<file path="src/rtl/gpio_port.sv">
module gpio_port #(
  parameter int W = 8
) (
  input  logic         clk,
  input  logic         rst_n,
  input  logic         bus_wr,
  input  logic [2:0]   bus_addr,
  input  logic [W-1:0] bus_wdata,
  output logic [W-1:0] bus_rdata,
  input  logic [W-1:0] fn_out,
  input  logic [W-1:0] fn_oe,
  output logic [W-1:0] pad_out,
  output logic [W-1:0] pad_oe,
  input  logic [W-1:0] pad_in
);
  localparam logic [2:0] A_MODE = 3'd0;
  localparam logic [2:0] A_DIR  = 3'd2;
  localparam logic [2:0] A_DATA = 3'd4;
  localparam logic [2:0] A_PIN  = 3'd6;

  logic [W-1:0] mode_q, dir_q, data_q, sync1_q, stat_q;

  always_ff @(posedge clk or negedge rst_n) begin
    if (!rst_n) begin
      mode_q <= '0;
      dir_q  <= '1;
      data_q <= '1;
    end else if (bus_wr) begin
      case (bus_addr)
        A_MODE:  mode_q <= bus_wdata;
        A_DIR:   dir_q  <= bus_wdata;
        A_DATA:  data_q <= bus_wdata;
        default: ;
      endcase
    end
  end

  always_ff @(posedge clk or negedge rst_n) begin
    if (!rst_n) begin
      sync1_q <= '0;
      stat_q  <= '0;
    end else begin
      sync1_q <= pad_in;
      stat_q  <= sync1_q;
    end
  end

  always_comb begin
    case (bus_addr)
      A_MODE:  bus_rdata = mode_q;
      A_DIR:   bus_rdata = dir_q;
      A_DATA:  bus_rdata = data_q;
      A_PIN:   bus_rdata = stat_q;
      default: bus_rdata = '0;
    endcase
  end

  for (genvar i = 0; i < W; i++) begin : g_pin
    assign pad_oe[i]  = mode_q[i] ? fn_oe[i]  : (~dir_q[i] | ~data_q[i]);
    assign pad_out[i] = mode_q[i] ? fn_out[i] : (~dir_q[i] & data_q[i]);
  end

  assert_pp_write_R3: assert property (@(posedge clk) disable iff (!rst_n)
    (bus_wr && bus_addr == A_DATA) |=>
      ((pad_out & ~mode_q & ~dir_q) == ($past(bus_wdata) & ~mode_q & ~dir_q)));

  assert_od_never_high_R4: assert property (@(posedge clk) disable iff (!rst_n)
    ((pad_out & pad_oe & ~mode_q & dir_q) == '0));

  assert_fn_passthru_R5: assert property (@(posedge clk) disable iff (!rst_n)
    (((pad_out ^ fn_out) & mode_q) == '0) && (((pad_oe ^ fn_oe) & mode_q) == '0));

  assert_pin_wr_ignored_R8: assert property (@(posedge clk) disable iff (!rst_n)
    (bus_wr && bus_addr == A_PIN) |=> (stat_q == $past(sync1_q)));
endmodule

</file>
<file path="config.mk">
export PLATFORM = sky130hd
export DESIGN_NAME = gpio_port
export DESIGN_NICKNAME = d
export VERILOG_FILES = /design/src/rtl/gpio_port.sv
export SDC_FILE = /design/constraint.sdc
export NUM_CORES = 1
export LEC_CHECK = 0
export BUFFER_PORTS_ARGS = -buffer_cell sky130_fd_sc_hd__buf_2
export CAP_MARGIN = 20
export CORE_ASPECT_RATIO = 0.9
export CORE_MARGIN = 2
export CORE_UTILIZATION = 49
export DETAILED_ROUTE_END_ITERATION = 8
export MAX_ROUTING_LAYER = met4
export PLACE_DENSITY = 0.78
export SYNTH_ARGS = -nofsm -noshare
export SYNTH_HDL_FRONTEND = slang
export SYNTH_SLANG_ARGS = --single-unit
</file>
<file path="constraint.sdc">
create_clock -name clk -period 1.4 [get_ports clk]
set_clock_uncertainty 0.2 [all_clocks]
set_input_delay 0.21 -clock clk [delete_from_list [all_inputs] [get_ports clk]]
set_output_delay 0.21 -clock clk [all_outputs]
set_load 0.05 [all_outputs]
</file>
Word level (Yosys, flattened, before mapping)

Cells that the tools add are included.

Bits of input ports: 38
Bits in registers: 40
Output and inout bits: 24
Logic and storage cells: 61

Equal/unequal tests: 3
Reductions and logical operators: 4
Bitwise gates (word level): 32
Multiplexer cells: 17

Operators by type and width:

| cell               | count |
|---|---|
| $pmux 8 s4         | 1 |
| $mux 1             | 16 |
| $not 1->1          | 16 |
| $and 1x1->1        | 8 |
| $or 1x1->1         | 8 |
| $eq 3x3->1 const B | 2 |
| $reduce_and 2->1   | 3 |
| $eq 3x2->1 const B | 1 |
| $logic_not 3->1    | 1 |

Longest topological paths before layout

Depth after elaboration: 3
Gate-level depth with buffers: 4
Mapped depth without buffers: 2

Worst setup path before layout

No wires, ideal clock.

Path kind: reg2out
Start point: register data_q[0]
End point: output port pad_out[0]
Buffers on the path: 0
Setup slack: -0.673 ns
Required time: 0.990 ns
Data arrival time: 1.663 ns
Stages on the path, launching flop included: 3
Cells stage by stage: dfstp_2 -> nand2b_1 -> o21ai_0

Longest elaborated chain between the ends: 2

RTL lines:

| what                   | RTL line | source |
|---|---|---|
| from (decl)            | 21       | `logic [W-1:0] mode_q, dir_q, data_q, sync1_q, stat_q;` |
| from (signal assigned) | 32       | `A_DATA: data_q <= bus_wdata;` |
| $and 1x1->1            | 60       | `assign pad_out[i] = mode_q[i] ? fn_out[i] : (~dir_q[i] & data_q[i]);` |
| $mux 1                 | 60       |  |
| to (decl)              | 12       | `output logic [W-1:0] pad_out,` |

No other way between the ends.

Final worst setup path

Start point: register data_q[0]
End point: output port pad_oe[0]

Longest elaborated chain between the ends: 3

RTL lines:

| what       | RTL line | source |
|---|---|---|
| $not 1->1  | 59       | `assign pad_oe[i] = mode_q[i] ? fn_oe[i] : (~dir_q[i] \| ~data_q[i]);` |
| $or 1x1->1 | 59       |  |
| $mux 1     | 59       |  |
| to (decl)  | 13       | `output logic [W-1:0] pad_oe,` |

No other way between the ends.

==> impl_results.md <==
- Result of the run: finished, violations left
- Failing checks: setup timing
- Final weighted congestion in routability-driven placement: roughly 0.71
- Max Cap Viol: 0
- Post-Syn Instances: between 100 and 150
- Required time of the worst setup path: 990 ps
- Arrival time at the worst endpoint: around 1400 ps
- Initial antenna violation count: 0
- PwrDens: approximately 1500 mW/mm²
- GRT Util Overall: between 20 and 25%
- Worst Tran Pin Value: roughly 280 ps
- Most numerous cell in the Yosys netlist: sky130_fd_sc_hd__mux2_2
- Overall die width: approximately 70 µm
- Row count: 21
- IR Drop Worst-Case VDD: 0.00124 V
- Mux contribution to synthesized area: 28.4%
- Register area: roughly 0.0010 mm²
- Starting density of the core: around half
- Setup violation total in the final timing report: 24
- Iteration count of the initial detailed-routing pass: 4
- DR WL/cell: approximately 18 µm
- DRC Markers: 0
- Syn_area_per_cell: between 10 and 15 µm²
- Worst setup EP type: output port
- Final-layout setup total negative slack: -7910 ps
- Kind of path behind the tightest hold check: reg2reg
- Crit Path Max Fanout: 4
- Clk pwr share: about a quarter
- Commonest cells in the netlist: 32 x sky130_fd_sc_hd__mux2_2, 24 x sky130_fd_sc_hd__dfrtp_1, 16 x sky130_fd_sc_hd__dfstp_2, 16 x sky130_fd_sc_hd__mux2i_1, 16 x sky130_fd_sc_hd__nand2_1
- Number of global-route vias before repair: around 1,600
- Synth Area in Adders: 0%
- Area added between synthesis and finish: 75.3%
- Vias after detailed routing: 1,536
- Static leakage: about 1.4 nW
- Area share of the largest cell type after synthesis: about a third
- Clock insertion delay at the later pin of the skew report: approximately 290 ps
- Sum of routed wire length over all layers: between 5000 and 6000 µm
- Min Hold Slack: between 150 and 200 ps
- Sw Ratio: approximately a third
- Wire length of the first global-routing pass: about 7000 µm
- Placeable Area: around 0.0037 mm²
- Worst-case clock buffer depth: 2
- Dominant combinational cell family by area after synthesis: multiplexers
- Startpoint type of the worst setup path: flop
- Avg Vias per Cell: approximately 5.3
- Multi-input combinational cell area: ~0.0011 mm²
- Sequential area share after synthesis: a little under three fifths
- Yosys warns: 0
- Clock H-tree levels: 2
- Period utilization: 128%
- Final-stage net count: about 280
- Critical setup path kind: reg2out
- Area fraction in compound gates after synthesis: under 10%
- Number of top-level pins: 62
- Library cell occupying the most area in the post-synthesis netlist: sky130_fd_sc_hd__dfrtp_1
- Count of fill cells added during filler insertion: between 150 and 200
- Setup repair after global routing missed its margin: true
- TritonCTS Sinks: 40
- Global route total overflow: 0
- Net switching component of the power: about 1.7 mW
- Pin count of the biggest net entering global routing: just over 40
- Final critical delay including setup and external delays: 1790 ps
- Area of the mapped netlist: ~0.0018 mm²
- Post-synth top flop: sky130_fd_sc_hd__dfrtp_1
- Peak clock frequency supported by timing: about 560 MHz
- Number of I/O port buffers: between 60 and 70
- Fraction of layout cells with a size suffix above 1: 74.4%
- TritonCTS clock tree: done
- Relative slew slack: between 80% and 90%
- Die outline area: between 0.004 and 0.005 mm²
- Clock slew seen by the registers of the worst setup and hold paths: about 80 ps
- Hpwl dp: approximately 3000 µm
- Number of enable-type register cells in the synthesized netlist: 0
- Cells taking the most area after synthesis: sky130_fd_sc_hd__dfrtp_1 33%, sky130_fd_sc_hd__dfstp_2 23%, sky130_fd_sc_hd__mux2_2 20%
- Final critical-path setup slack: -392 ps
- Clock root buffer master: sky130_fd_sc_hd__clkbuf_8
- Reg power frac: between 30% and 40%
- Post-synth ARST share: 100%
- Nets in the synthesized netlist: roughly 180
- Parity-gate share of the synthesized area counting xor and xnor cells: 0%
- Number of inserted diodes: 0
- Count of state elements after synthesis: 40
- Number of distinct standard cells referenced by the synthesized netlist: 14
- Synth Area in Simple Gates: a little under a tenth
- Relative contribution of combinational cells to total power: about two fifths
- Violation count after the first detailed-route iteration: 31
- Number of antenna-violating nets in the routed design: 0
- Number of slew-limit violations in the final report: 0
- Die extent in y: a little over 60 µm
- Design internal power: 3.25 mW
- Hold Violations, Final: 0
- Inserted Clock Buffers: 5
==> worst max-delay path: stages, from the launching register on <==
cell                      delay, ps
sky130_fd_sc_hd__dfstp_2        590
sky130_fd_sc_hd__nand2_1         70
sky130_fd_sc_hd__mux2_2         280
sky130_fd_sc_hd__buf_6          150
==> what timing repair did <==
action                                 4_1_cts  5_1_grt
pin swaps                                    3        3
hold buffers                                17        0
gates resized for setup                     55       19
endpoints found under the hold margin       71        0
setup endpoints to repair                   24       24
buffers inserted                             1        2
==> kinds of logic after synthesis <==
kind of cell,after synthesis
AO/OA/AOI/OAI,16
buffers and inverters,6
flip-flops,40
multiplexers,48
AND/OR/NAND/NOR,29
==> through the flow <==
step	cells	setup slack [ps]	util, %	instance area (µm²)	power (mW)
final	292	-392	87.9	3210	4.91
after global routing	292	-430	87.9	3210	5.09
after global placement	264	-193	71.2	2600	3.11
after CTS	290	-376	85.4	3120	4.79
after floorplan	139	-83.7	-	2080	2.75
after detailed placement	264	-241	71.2	2600	3.16
==> state kept, by name, summed over array words and instances, names as in the netlist <==
| name | count |
|---|---|
| data_q | 8 |
| dir_q | 8 |
| mode_q | 8 |
| stat_q | 8 |
| sync1_q | 8 |
==> cell usage in the layout, fill, tap and decap left out, types with 8 or more instances in the layout <==
cell type                        n
sky130_fd_sc_hd__buf_6          21
sky130_fd_sc_hd__buf_4          23
sky130_fd_sc_hd__buf_2          37
sky130_fd_sc_hd__mux2_2         30
sky130_fd_sc_hd__dfstp_2        16
sky130_fd_sc_hd__dlygate4sd3_1  17
sky130_fd_sc_hd__nand2_1        14
sky130_fd_sc_hd__o22ai_4         8
sky130_fd_sc_hd__dfrtp_1        22
sky130_fd_sc_hd__mux2i_2         9
==> layer usage <==
| layer | up-vias | track usage [%] | routed length (µm) |
|---|---|---|---|
| met1 | 757 | 25.4 | 1960 |
| li1 | 710 | - | - |
| met5 | - | - | 0 |
| met3 | 10 | 6.85 | 275 |
| met2 | 59 | 45.5 | 2870 |
| met4 | 0 | 9.43 | 82 |
==> area by class of cell <==
type	instances	share of cell area (%)
tap	46	1.79
timing repair buffer	105	27.6
clock buffer	5	2.14
clock inverter	3	2.81
sequential	40	31.9
multi-input combinational	93	33.8
==> power by group through the flow <==
stage	Clock, mW	Sequential (mW)	Combinational (mW)
floorplan	0	1.59	1.16
global placement	0	1.58	1.53
detailed placement	0	1.60	1.56
CTS	1.32	1.61	1.86
global route	1.36	1.68	2.06
finish	1.29	1.65	1.97
==> worst paths after layout <==
| check | slack [ps] | cells after the start | to | from |
|---|---|---|---|---|
| worst min register to register | 150 | 0 | stat_q[1]$_DFF_PN0_ | sync1_q[1]$_DFF_PN0_ |
| max in group asynchronous | 530 | 3 | dir_q[5]$_DFFE_PN1P_ | rst_n |
| worst min-delay path | 150 | 0 | stat_q[1]$_DFF_PN0_ | sync1_q[1]$_DFF_PN0_ |
| worst max register to register | 320 | 2 | data_q[2]$_DFFE_PN1P_ | data_q[2]$_DFFE_PN1P_ |
| min in group asynchronous | 210 | 3 | sync1_q[7]$_DFF_PN0_ | rst_n |
| worst max-delay path | -390 | 3 | pad_oe[0] | data_q[0]$_DFFE_PN1P_ |
(Power assumes the default switching activity.)
